==> config.mk <==
export PLATFORM = sky130hd
export DESIGN_NAME = edgepin_ctrl
export DESIGN_NICKNAME = d
export VERILOG_FILES = /design/src/rtl/edgepin_pkg.sv /design/src/rtl/edgepin_sync.sv /design/src/rtl/edgepin_irq_bank.sv /design/src/rtl/edgepin_ctrl.sv
export SDC_FILE = /design/constraint.sdc
export NUM_CORES = 1
export LEC_CHECK = 0
export ABC_CLOCK_PERIOD_IN_PS = 2900
export BUFFER_PORTS_ARGS = -buffer_cell sky130_fd_sc_hd__buf_2
export CORE_UTILIZATION = 55
export CTS_CLUSTER_SIZE = 25
export DETAILED_ROUTE_END_ITERATION = 12
export PLACE_DENSITY = 0.77
export SLEW_MARGIN = 40
export SYNTH_ARGS = -nofsm -noshare
export SYNTH_HDL_FRONTEND = slang
export SYNTH_HIERARCHICAL = 1
export SYNTH_SLANG_ARGS = --single-unit
export TNS_END_PERCENT = 5
==> constraint.sdc <==
create_clock -name clk -period 2.9 [get_ports clk]
set_clock_uncertainty 0.2 [all_clocks]
set_input_delay 0.435 -clock clk [delete_from_list [all_inputs] [get_ports clk]]
set_output_delay 0.435 -clock clk [all_outputs]
set_load 0.02 [all_outputs]
==> src/rtl/edgepin_pkg.sv <==
package edgepin_pkg;
    localparam int BUS_W         = 32;
    localparam int ADDR_W        = 3;
    localparam int FIELD_W       = 4;
    localparam int PINS_PER_WORD = BUS_W / FIELD_W;
    localparam int BANK_PINS     = 16;
    localparam int MAX_BANKS     = 2;

    typedef enum logic [ADDR_W-1:0] {
        SEL_CTL0  = 3'd0,
        SEL_CTL1  = 3'd1,
        SEL_CTL2  = 3'd2,
        SEL_CTL3  = 3'd3,
        SEL_EN_LO = 3'd4,
        SEL_ST_LO = 3'd5,
        SEL_EN_HI = 3'd6,
        SEL_ST_HI = 3'd7
    } reg_sel_e;
endpackage

==> src/rtl/edgepin_sync.sv <==
module edgepin_sync #(
    parameter int W = 32
) (
    input  logic         clk,
    input  logic         rst_n,
    input  logic [W-1:0] din,
    output logic [W-1:0] lvl,
    output logic [W-1:0] rise,
    output logic [W-1:0] fall
);
    logic [W-1:0] stg1_q, stg2_q, prev_q;

    always_ff @(posedge clk or negedge rst_n) begin
        if (!rst_n) begin
            stg1_q <= '0;
            stg2_q <= '0;
            prev_q <= '0;
        end else begin
            stg1_q <= din;
            stg2_q <= stg1_q;
            prev_q <= stg2_q;
        end
    end

    assign lvl  = stg2_q;
    assign rise = stg2_q & ~prev_q;
    assign fall = ~stg2_q & prev_q;
endmodule

==> src/rtl/edgepin_irq_bank.sv <==
module edgepin_irq_bank
    import edgepin_pkg::*;
(
    input  logic                 clk,
    input  logic                 rst_n,
    input  logic                 wr_en,
    input  logic                 wr_st,
    input  logic [BUS_W-1:0]     wdata,
    input  logic [BANK_PINS-1:0] rise,
    input  logic [BANK_PINS-1:0] fall,
    output logic [BUS_W-1:0]     en_q,
    output logic [BUS_W-1:0]     st_q,
    output logic                 pend
);
    logic [BUS_W-1:0] clr_mask;
    logic [BUS_W-1:0] set_mask;

    assign clr_mask = wr_st ? wdata : '0;
    assign set_mask = {fall, rise};

    always_ff @(posedge clk or negedge rst_n) begin
        if (!rst_n) begin
            en_q <= '0;
            st_q <= '0;
        end else begin
            if (wr_en) begin
                en_q <= wdata;
            end
            // a fresh edge outranks a clear in the same cycle
            st_q <= (st_q & ~clr_mask) | set_mask;
        end
    end

    assign pend = |(en_q & st_q);
endmodule

==> src/rtl/edgepin_ctrl.sv <==
module edgepin_ctrl
    import edgepin_pkg::*;
#(
    parameter int NUM_PINS = 32
) (
    input  logic                clk,
    input  logic                rst_n,
    input  logic                bus_wr,
    input  logic [ADDR_W-1:0]   bus_addr,
    input  logic [BUS_W-1:0]    bus_wdata,
    output logic [BUS_W-1:0]    bus_rdata,
    input  logic [NUM_PINS-1:0] pin_in,
    output logic [NUM_PINS-1:0] pin_out,
    output logic [NUM_PINS-1:0] pin_oe,
    output logic                irq
);
    localparam int NUM_BANK = NUM_PINS / BANK_PINS;

    logic [NUM_PINS-1:0]  lvl, rise, fall;
    logic [NUM_PINS-1:0]  out_q, dis_q;
    logic [BUS_W-1:0]     bank_en [MAX_BANKS];
    logic [BUS_W-1:0]     bank_st [MAX_BANKS];
    logic [MAX_BANKS-1:0] bank_pend;
    logic                 irq_q;

    // observation wires for the bound checker
    logic [BUS_W-1:0] st_b0;
    logic             st_any;
    logic             en_any;

    edgepin_sync #(.W(NUM_PINS)) u_sync (
        .clk  (clk),
        .rst_n(rst_n),
        .din  (pin_in),
        .lvl  (lvl),
        .rise (rise),
        .fall (fall)
    );

    always_ff @(posedge clk or negedge rst_n) begin
        if (!rst_n) begin
            out_q <= '0;
            dis_q <= '1;
        end else if (bus_wr) begin
            for (int p = 0; p < NUM_PINS; p++) begin
                if (bus_addr == ADDR_W'(p / PINS_PER_WORD)) begin
                    out_q[p] <= bus_wdata[(p % PINS_PER_WORD) * FIELD_W];
                    dis_q[p] <= bus_wdata[(p % PINS_PER_WORD) * FIELD_W + 1];
                end
            end
        end
    end

    assign pin_out = out_q;
    assign pin_oe  = ~dis_q;

    for (genvar b = 0; b < MAX_BANKS; b++) begin : g_bank
        if (b < NUM_BANK) begin : g_live
            edgepin_irq_bank u_bank (
                .clk  (clk),
                .rst_n(rst_n),
                .wr_en(bus_wr && (bus_addr == ADDR_W'(32'(SEL_EN_LO) + 2 * b))),
                .wr_st(bus_wr && (bus_addr == ADDR_W'(32'(SEL_ST_LO) + 2 * b))),
                .wdata(bus_wdata),
                .rise (rise[b*BANK_PINS +: BANK_PINS]),
                .fall (fall[b*BANK_PINS +: BANK_PINS]),
                .en_q (bank_en[b]),
                .st_q (bank_st[b]),
                .pend (bank_pend[b])
            );
        end else begin : g_absent
            assign bank_en[b]   = '0;
            assign bank_st[b]   = '0;
            assign bank_pend[b] = 1'b0;
        end
    end

    always_ff @(posedge clk or negedge rst_n) begin
        if (!rst_n) begin
            irq_q <= 1'b0;
        end else begin
            irq_q <= |bank_pend;
        end
    end

    assign irq = irq_q;

    always_comb begin
        bus_rdata = '0;
        unique case (reg_sel_e'(bus_addr))
            SEL_EN_LO: bus_rdata = bank_en[0];
            SEL_ST_LO: bus_rdata = bank_st[0];
            SEL_EN_HI: bus_rdata = bank_en[1];
            SEL_ST_HI: bus_rdata = bank_st[1];
            default: begin
                for (int p = 0; p < NUM_PINS; p++) begin
                    if (bus_addr == ADDR_W'(p / PINS_PER_WORD)) begin
                        bus_rdata[(p % PINS_PER_WORD) * FIELD_W +: 3] = {lvl[p], dis_q[p], out_q[p]};
                    end
                end
            end
        endcase
    end

    assign st_b0  = bank_st[0];
    assign st_any = |{bank_st[0], bank_st[1]};
    assign en_any = |{bank_en[0], bank_en[1]};
endmodule

==> results of run 1 <==
==> worst min-delay path by stage <==
stage | startpoint | endpoint | slack, ps
global placement | u_sync/stg1_q[26] | u_sync/lvl[26] | 130
detailed placement | u_sync/stg1_q[10] | u_sync/lvl[10] | 130
CTS | bus_wdata[1] | dis_q[0] | 3
floorplan | rst_n | g_bank[0].g_live.u_bank/en_q[0] | -60
global route | bus_wdata[1] | dis_q[0] | 20
finish | bus_wdata[1] | dis_q[0] | 20
==> power by group <==
group / leakage, nW / internal, W / switching [W]
sequential: 3.21 / 0.00463 / 0.000406
combinational: 2.94 / 0.00106 / 0.00104
clock: 0.484 / 0.00225 / 0.00155
==> stage by stage <==
stage	std cells	setup WS, ps	utilization, %	area [µm²]	hold slack, ps
2_1_floorplan	822	654	-	12500	-60.6
3_3_place_gp	1261	195	62.5	13800	132
3_5_place_dp	1261	199	62.5	13800	135
5_1_grt	1366	161	69.2	15200	21.3
6_report	1366	207	69.2	15200	24.8
4_1_cts	1366	198	69.2	15200	2.74
==> cells by family (layout without fill, tap and decap cells) <==
kind of cell	Yosys count	in the layout	synth area share [%]
AO/OA/AOI/OAI	96	96	5.95
buffers and inverters	70	334	2.86
flip-flops	289	289	58.4
multiplexers	208	208	24.5
AND/OR/NAND/NOR	159	159	8.27
==> per-layer routing <==
layer  vias up  GRT usage (%)
li1       3454              -
met1      4098           36.3
met2       233           44.5
met3        39           3.50
met4         0           7.41
met5         -              0
==> registers in the layout, summed over array words and instances, names as in the netlist <==
name,cells
u_sync/stg1_q,32
irq,1
g_bank.g_live.u_bank/en_q,64
pin_out,32
u_sync/prev_q,32
dis_q,32
u_sync/lvl,32
g_bank.g_live.u_bank/st_q,64
==> cell type report <==
cell class | instances | area, µm²
Multi-Input combinational cell | 463 | 4840
Fill cell | 1510 | 6780
Clock buffer | 46 | 871
Timing Repair Buffer | 246 | 1680
Inverter | 32 | 120
Tap cell | 280 | 350
Clock inverter | 10 | 118
Sequential cell | 289 | 7270
==> layout by cell type, fill, tap and decap left out, types with 3 or more instances in the layout <==
cell,count
inv_1,32
mux4_2,35
mux2_2,147
a22oi_2,4
and2b_2,64
nor2_2,3
clkbuf_8,6
buf_12,9
a21o_1,64
a22oi_1,28
mux2_1,5
mux4_1,21
and2_1,8
buf_4,23
dfstp_2,32
nand4_1,8
nand2_1,66
buf_2,164
clkbuf_1,10
dfrtp_1,257
clkbuf_16,30
dlygate4sd3_1,49
clkinv_2,5
==> what timing repair did <==
| action | in CTS | in global routing |
|---|---|---|
| endpoints found under the setup margin | 0 | 0 |
| endpoints found under the hold margin | 152 | 0 |
| hold buffers | 49 | 0 |
==> flow_summary.yaml, run 1 <==
status:
  outcome: "finished clean"
clocking:
  cts-htree-levels: 1
  postCtsSetupRepairBufs: 0
  cts_tree: "done"
  clk_pin_slew_ps: 60
  cts_resized: 0
  cts_root_buf: "clkbuf_16"
  clock_latency_ps: 550
  cts_buffers: 30
  clock_sinks: 289
  cts_buffer_depth: 3
power:
  irDropWorstVdd_mv: 0.522
  total_power_w: 0.0109
  power_density_nw_per_um2: 717
  leakage_nw: 6.63
final_layout:
  diodes: 0
  nets: 1132
  drive_gt1_share_pct: 49.2
  syn_to_final_growth_pct: 22.5
placement:
  portBuffers: 166
  dpl.hpwl_um: 19700
  gp_congestion: 0.804
worst_hold_path:
  hold_depth: 2
  hp-class: "input pin to register"
synthesis:
  synth_warnings: 6
  yosys-top-cells-area: "dfrtp_1, mux2_2, dfstp_2, mux4_2, and2b_2"
  synthCells: 822
  synth-seq-cells: 289
  syn_avg_cell_area_um2: 15.1
  synth-edff-count: 0
  synth_top_area_share_pct: 51.7
  async_flop_share_pct: 100
  synthFlopType: "dfrtp_1"
  syn_area_um2: 12500
  yosysUniqueCellTypes: 25
  synth_seq_area_share_pct: 58.4
  yosysMostFrequentCell: "dfrtp_1"
  yosys-top-cells-count: "dfrtp_1, mux2_2, nand2_1"
  syn_nets: 892
  yosys.area.top_type: "dfrtp_1"
setup_path:
  critPathKind: "input pin to output port"
  cpMostUsedCell: "buf_4"
  r2r_end: "irq"
  cp-start-kind: "input pin"
  worst_path_largest_cell_delay_ps: 590
  ff2ff_path_depth: 4
  critPathMaxFanout: 12
  cp_data_arrival_time_ps: 2060
  reg2reg_slack_ps: 790
  crit_slowest_cell: "mux4_1"
  crit_required_ps: 2270
  critPathLaunch: "bus_addr[0]"
  path_depth: 5
  crit_family: "multiplexers"
  cp-endpoint: "bus_rdata[17]"
  r2r-start: "g_bank[1].g_live.u_bank/en_q[8]"
  cp_cell_sequence: "buf_4 > buf_4 > mux4_1 > mux2_2 > buf_2"
  worstSetupEndpointType: "output port"
  crit_buf_inv: 3
job:
  cap_violations: 0
die:
  start_util_pct: 56.5
  dieArea_um2: 23200
  coreArea_um2: 22000
  die_h_um: 152
  fp.dieW_um: 152
  boundaryPins: 167
  rows: 54
drt:
  m1WireLength_um: 12800
  route.detailed.drc: 0
  post_drt_wl_per_cell_um: 21.5
  drt_iter0_drc: 405
  vias: 7824
  dr.pass1.iters: 8
  top_layer: "met4"
  via_per_inst: 5.73
  routed_wl_um: 29400
  wl_met3_um: 1360
  drtAntennaViolNets: 0
  route.met2.wl_um: 14600
timing:
  rsz0062_at_grt: "no"
  min_period_ps: 2690
  tns_ps: 0
  worst_slew_pin_slew_ps: 625
  fmax_mhz: 371
  hold_viol: 0
  setup_viol: 0
  timing.final.crit_share_pct: 92.9
  maxSlewHeadroom_pct: 58.3
  slew_violations: 0
global_routing:
  grt_pass1_vias: 8276
  grt_first_pass_wirelength_um: 47200
  grt_overflow: 0
  antenna_found_initial: 0
  gr-usage-all-layers_pct: 26.4
  grt_max_degree: 79
Note: power is estimated with default switching activity, not from simulation.
==> inputs of run 2 (changes only) <==
Settings changed: ABC_AREA set to 1, ABC_CLOCK_PERIOD_IN_PS 2900 to 2500, PLACE_DENSITY 0.77 to 0.76.
Clock period 2.9 ns to 2.5 ns, I/O delays scaled along.
==> run 2 against run 1 <==
Worst setup slack got worse by 93 ps. Critical path depth rose by 4. Synthesized area rose by 5.5%. Non-clock buffer count rose by 27. Sequential share of layout area fell by 2.6 points. Combinational power rose by 16%. Count of clock-buffer cells in the layout fell by 8. Power rose by 16%. Sequential power rose by 15%. Die area rose by 5.5%. Clock power rose by 18%.
==> flow_summary.yaml, run 2 <==
status:
  outcome: "finished clean"
setup_path:
  critPathKind: "input pin to output port"
  critPathLaunch: "bus_addr[1]"
  cp_data_arrival_time_ps: 1810
  crit_required_ps: 1920
  worst_path_largest_cell_delay_ps: 260
  r2r-start: "g_bank[0].g_live.u_bank/en_q[21]"
  cp-start-kind: "input pin"
  worstSetupEndpointType: "output port"
  critPathMaxFanout: 26
  crit_slowest_cell: "buf_2"
  cp_cell_sequence: "buf_2 > inv_6 > nor2_8 > nand2_4 > buf_4 > nor2_1 > nor2_1 > nand3_1 > buf_2"
final_layout:
  final_cell_mix: "nand2_1, dfrtp_1, buf_2"
  syn_to_final_growth_pct: 22.7
  layout_commonest_cell: "nand2_1"
  nets: 1700
  top_regs: "g_bank.g_live.u_bank/en_q: 64 flops, g_bank.g_live.u_bank/st_q: 64 flops"
  drive_gt1_share_pct: 22.6
global_routing:
  use_met1_pct: 43.2
  grt_pass1_vias: 10391
  use_met3_pct: 5.40
  gr-usage-all-layers_pct: 29.7
  antenna_found_initial: 2
  grt_overflow: 0
  grt_max_degree: 81
  grt_first_pass_wirelength_um: 55900
  grt_busiest_layer: "met2"
  use_met2_pct: 45.6
timing:
  maxSlewHeadroom_pct: 53.9
  worst_slew_pin_slew_ps: 692
  timing.final.crit_share_pct: 95.4
  tns_ps: 0
  min_period_ps: 2390
  setup_viol: 0
  hold_viol: 0
  rsz0062_at_grt: "no"
  fmax_mhz: 419
  whs_ps: 122
  setup_slack_ps: 114
  slew_violations: 0
drt:
  drtAntennaViolNets: 0
  vias: 10836
  drt_iter0_drc: 866
  post_drt_wl_per_cell_um: 17.9
  route.detailed.drc: 0
  dr.pass1.iters: 5
  routed_wl_um: 35400
  via_per_inst: 5.49
placement:
  portBuffers: 166
  gp_congestion: 0.861
  dpl.hpwl_um: 24000
  place_ws_ps: 185
power:
  switchingPower_w: 0.00374
  total_power_w: 0.0127
  power_density_nw_per_um2: 789
  leakage_nw: 7.91
  clockPowerShare_pct: 35.2
  p_int_w: 0.00898
  p_sw_share_pct: 29.4
  seq_power_share_pct: 45.7
  irDropWorstVdd_mv: 0.629
  combPwrFrac_pct: 19.1
die:
  dieArea_um2: 24500
  coreArea_um2: 23500
  rows: 56
  fp.dieW_um: 157
  die_h_um: 157
  boundaryPins: 167
  start_util_pct: 56.0
clocking:
  clock_sinks: 289
  cts-htree-levels: 1
  cts_tree: "done"
  postCtsSetupRepairBufs: 0
  clk_pin_slew_ps: 60
  cts_root_buf: "clkbuf_16"
  cts_buffers: 30
  cts_buffer_depth: 3
  clock_latency_ps: 550
synthesis:
  syn_avg_cell_area_um2: 9.40
  yosys.area.top_type: "dfrtp_1"
  synth_warnings: 6
  async_flop_share_pct: 100
  yosysUniqueCellTypes: 27
  synthCells: 1398
  synth-seq-cells: 289
  yosys-top-cells-area: "dfrtp_1, nand2_1, mux2_4, dfstp_2, nor2_1"
  synthFlopType: "dfrtp_1"
  yosys-top-cells-count: "nand2_1, dfrtp_1, nor2_1"
  synth-edff-count: 0
  syn_nets: 1468
  synth_seq_area_share_pct: 55.3
  yosysMostFrequentCell: "nand2_1"
  synth_top_area_share_pct: 48.9
  syn_area_um2: 13100
worst_hold_path:
  hp-start: "bus_wr"
  hp-class: "input pin to register"
job:
  cap_violations: 0
-- run 2: cell families after synthesis --
kind of cell,Yosys count,share of synthesized area (%)
AO/OA/AOI/OAI,128,6.09
buffers and inverters,206,7.61
flip-flops,289,55.3
multiplexers,64,7.20
AND/OR/NAND/NOR,711,23.8
-- run 2: path summary, 6_finish.rpt --
path,endpoint,slack (ps),cells after the start
worst max-delay path,bus_rdata[22],110,9
worst min-delay path,dis_q[31],120,3
worst max register to register,irq,910,7
worst min register to register,u_sync/lvl[6],140,0
max in group asynchronous,dis_q[7],1130,3
min in group asynchronous,u_sync/lvl[19],230,2
-- run 2: repair_timing --
action / in CTS / in global routing
hold buffers: 65 / 0
setup endpoints to repair: 0 / 1
hold endpoints to repair: 250 / 0
resized for setup: 0 / 1
-- run 2: layer usage --
layer	part of all wire [%]	vias up	wire length, µm
li1	-	5004	-
met4	2.1	2	726
met3	8.6	73	3060
met2	45	534	16000
met5	0.034	-	12
met1	44	5223	15600
-- run 2: layout make-up --
cell class / count / area [µm²]
Timing Repair Buffer: 273 / 2050
Multi-Input combinational cell: 903 / 4890
Fill cell: 1775 / 7350
Sequential cell: 289 / 7270
Tap cell: 319 / 399
Clock inverter: 18 / 178
Clock buffer: 38 / 822
Inverter: 133 / 509
Antenna cell: 1 / 2.50
-- run 2: power by group through the flow --
| stage | registers [W] | logic [W] | clock network [W] |
|---|---|---|---|
| floorplan | 0.00584 | 0.00142 | 0 |
| global placement | 0.00585 | 0.00227 | 0 |
| detailed placement | 0.00587 | 0.00233 | 0 |
| CTS | 0.00580 | 0.00242 | 0.00453 |
| global route | 0.00588 | 0.00266 | 0.00471 |
| finish | 0.00582 | 0.00244 | 0.00447 |
-- run 2: per-stage QoR --
step,instances,area (µm²),utilization [%]
global placement,1852,14500,61.6
global route,1973,16100,68.7
floorplan,1398,13100,-
detailed placement,1852,14500,61.6
CTS,1973,16100,68.7
finish,1974,16100,68.7
-- run 2: critical path, delay by kind of cell --
family                 cells  cell delay [ps]
and+or+nand+nor            5              640
buffers and inverters      4              780
==> inputs of run 3 (changes only) <==
Settings changed: ABC_CLOCK_PERIOD_IN_PS 2500 to 1970, CORE_UTILIZATION 55 to 52.
Clock period 2.5 ns to 1.97 ns, I/O delays scaled along.
==> run 3 against run 2 <==
Critical endpoint is now bus_rdata[0]. Global-route usage down 0.91 points. The flow now finishes with violations (setup timing). Worst hold slack worse by 56 ps. Design area rose by 4.1%. Power up 27%. Sequential power is 27% higher.
==> flow_summary.yaml, run 3 (same netlist as run 2, synthesis figures left out) <==
clocking:
  cts_buffer_depth: 3
  cts_buffers: 29
  clock_sinks: 289
  cts_root_buf: "clkbuf_16"
  clock_latency_ps: 550
  clk_pin_slew_ps: 60
  cts_tree: "done"
  cts-htree-levels: 1
status:
  outcome: "complete, but fails checks"
  violations: "setup timing"
final_layout:
  layout_commonest_cell: "nand2_1"
  final_cell_mix: "nand2_1, dfrtp_1, buf_2"
  nets: 1743
  n_fill_cell: 1819
  syn_to_final_growth_pct: 27.7
  diodes: 0
  top_regs: "g_bank.g_live.u_bank/en_q: 64 flops, g_bank.g_live.u_bank/st_q: 64 flops"
  final_cells: 2019
  drive_gt1_share_pct: 26.5
setup_path:
  reg2reg_slack_ps: 330
  crit_family: "flip-flops"
  crit_buf_inv: 2
  critPathKind: "register to output port"
  crit_required_ps: 1470
  critPathMaxFanout: 2
  worstSetupEndpointType: "output port"
  cp_data_arrival_time_ps: 1600
  cp_cell_sequence: "nand4_1 > nand2_1 > nor2_1 > buf_4 > nand3_2 > buf_6"
  ff2ff_path_depth: 8
  cp-start-kind: "register"
  r2r_end: "irq"
  crit_slowest_cell: "dfrtp_1"
  worst_path_largest_cell_delay_ps: 410
  r2r-start: "g_bank[0].g_live.u_bank/st_q[0]"
die:
  dieArea_um2: 25900
  coreArea_um2: 24500
  boundaryPins: 167
  die_h_um: 161
  fp.dieW_um: 161
  start_util_pct: 53.6
  rows: 57
drt:
  via_per_inst: 5.52
  routed_wl_um: 36800
  top_layer: "met4"
  drt_iter0_drc: 1122
  m1WireLength_um: 15800
  vias: 11151
  route.met2.wl_um: 16800
  wl_met3_um: 3200
  drtAntennaViolNets: 0
  post_drt_wl_per_cell_um: 18.2
  dr.pass1.iters: 6
  route.detailed.drc: 0
global_routing:
  grt_pass1_vias: 10860
  grt_max_degree: 70
  gr-usage-all-layers_pct: 28.8
  grt_overflow: 0
  grt_first_pass_wirelength_um: 58200
  antenna_found_initial: 0
placement:
  place_ws_ps: -223
  dpl.hpwl_um: 25000
  gp_congestion: 0.896
  portBuffers: 166
  dp.cells: 1889
timing:
  min_period_ps: 2100
  worst_slew_pin_slew_ps: 413
  maxSlewHeadroom_pct: 72.4
  timing.final.crit_share_pct: 107
  setup_viol: 24
  slew_violations: 0
  fmax_mhz: 476
  setup_slack_ps: -129
  hold_viol: 0
  rsz0062_at_grt: "yes"
power:
  irDropWorstVdd_mv: 0.698
  leakage_nw: 8.21
  power_density_nw_per_um2: 963
job:
  cap_violations: 0
worst_hold_path:
  hp-class: "input pin to async pin"
## run 3: routing by layer
layer	vias to the layer above	global-route usage (%)
li1	5092	-
met1	5426	41.0
met2	553	45.0
met3	80	5.34
met4	0	8.75
met5	-	0
## run 3: cell type report
type | count | area [µm²] | share of cell area, %
multi-input combinational | 903 | 5080 | 30.3
timing repair buffer | 317 | 2570 | 15.3
clock inverter | 12 | 125 | 0.746
tap | 324 | 405 | 2.42
sequential | 289 | 7270 | 43.3
inverter | 133 | 507 | 3.02
clock buffer | 41 | 821 | 4.89
## run 3: worst reg2reg max path, cell delays in order, from the launching register on
cell	delay (ps)
dfrtp_1	410
buf_4	170
nand2_1	60
nand2_1	50
nor2_1	80
nand2_1	60
nor2_1	130
nand2_1	80
or2_2	280
## run 3: repair_timing
action	in CTS	in global routing
gates resized for setup	49	21
endpoints found under the setup margin	32	32
hold buffers	65	0
endpoints found under the hold margin	478	0
pin swaps	21	14
setup buffers	12	0
## run 3: worst max-delay path by stage
stage	startpoint	to	slack [ps]	cells past startpoint
after floorplan	bus_addr[0]	g_bank[1].g_live.u_bank/en_q[10]	0.1	7
after global placement	bus_addr[1]	bus_rdata[15]	-180	7
after detailed placement	bus_addr[1]	bus_rdata[31]	-220	7
after CTS	g_bank[1].g_live.u_bank/en_q[8]	bus_rdata[8]	-120	6
after global routing	g_bank[0].g_live.u_bank/st_q[0]	bus_rdata[0]	-190	6
final	g_bank[0].g_live.u_bank/st_q[0]	bus_rdata[0]	-130	6
## run 3: report_power, final
part | internal, W | leakage (nW) | switching, W
Sequential | 0.00675 | 3.23 | 0.000616
Clock | 0.00316 | 0.458 | 0.00227
Combinational | 0.00146 | 4.53 | 0.00190
Total | 0.0114 | 8.21 | 0.00478
## run 3: through the flow
step           utilization, %  hold slack (ps)  power, W  area [µm²]  TNS, ps
5_1_grt                  68.4             96.1    0.0168       16800    -3340
3_3_place_gp             60.6             38.3    0.0104       14900    -1310
6_report                 68.4             65.9    0.0162       16800    -1840
4_1_cts                  68.1             72.6    0.0161       16700    -2020
3_5_place_dp             60.6             38.2    0.0105       14900    -2100
2_1_floorplan               -             -200   0.00922       13200        0
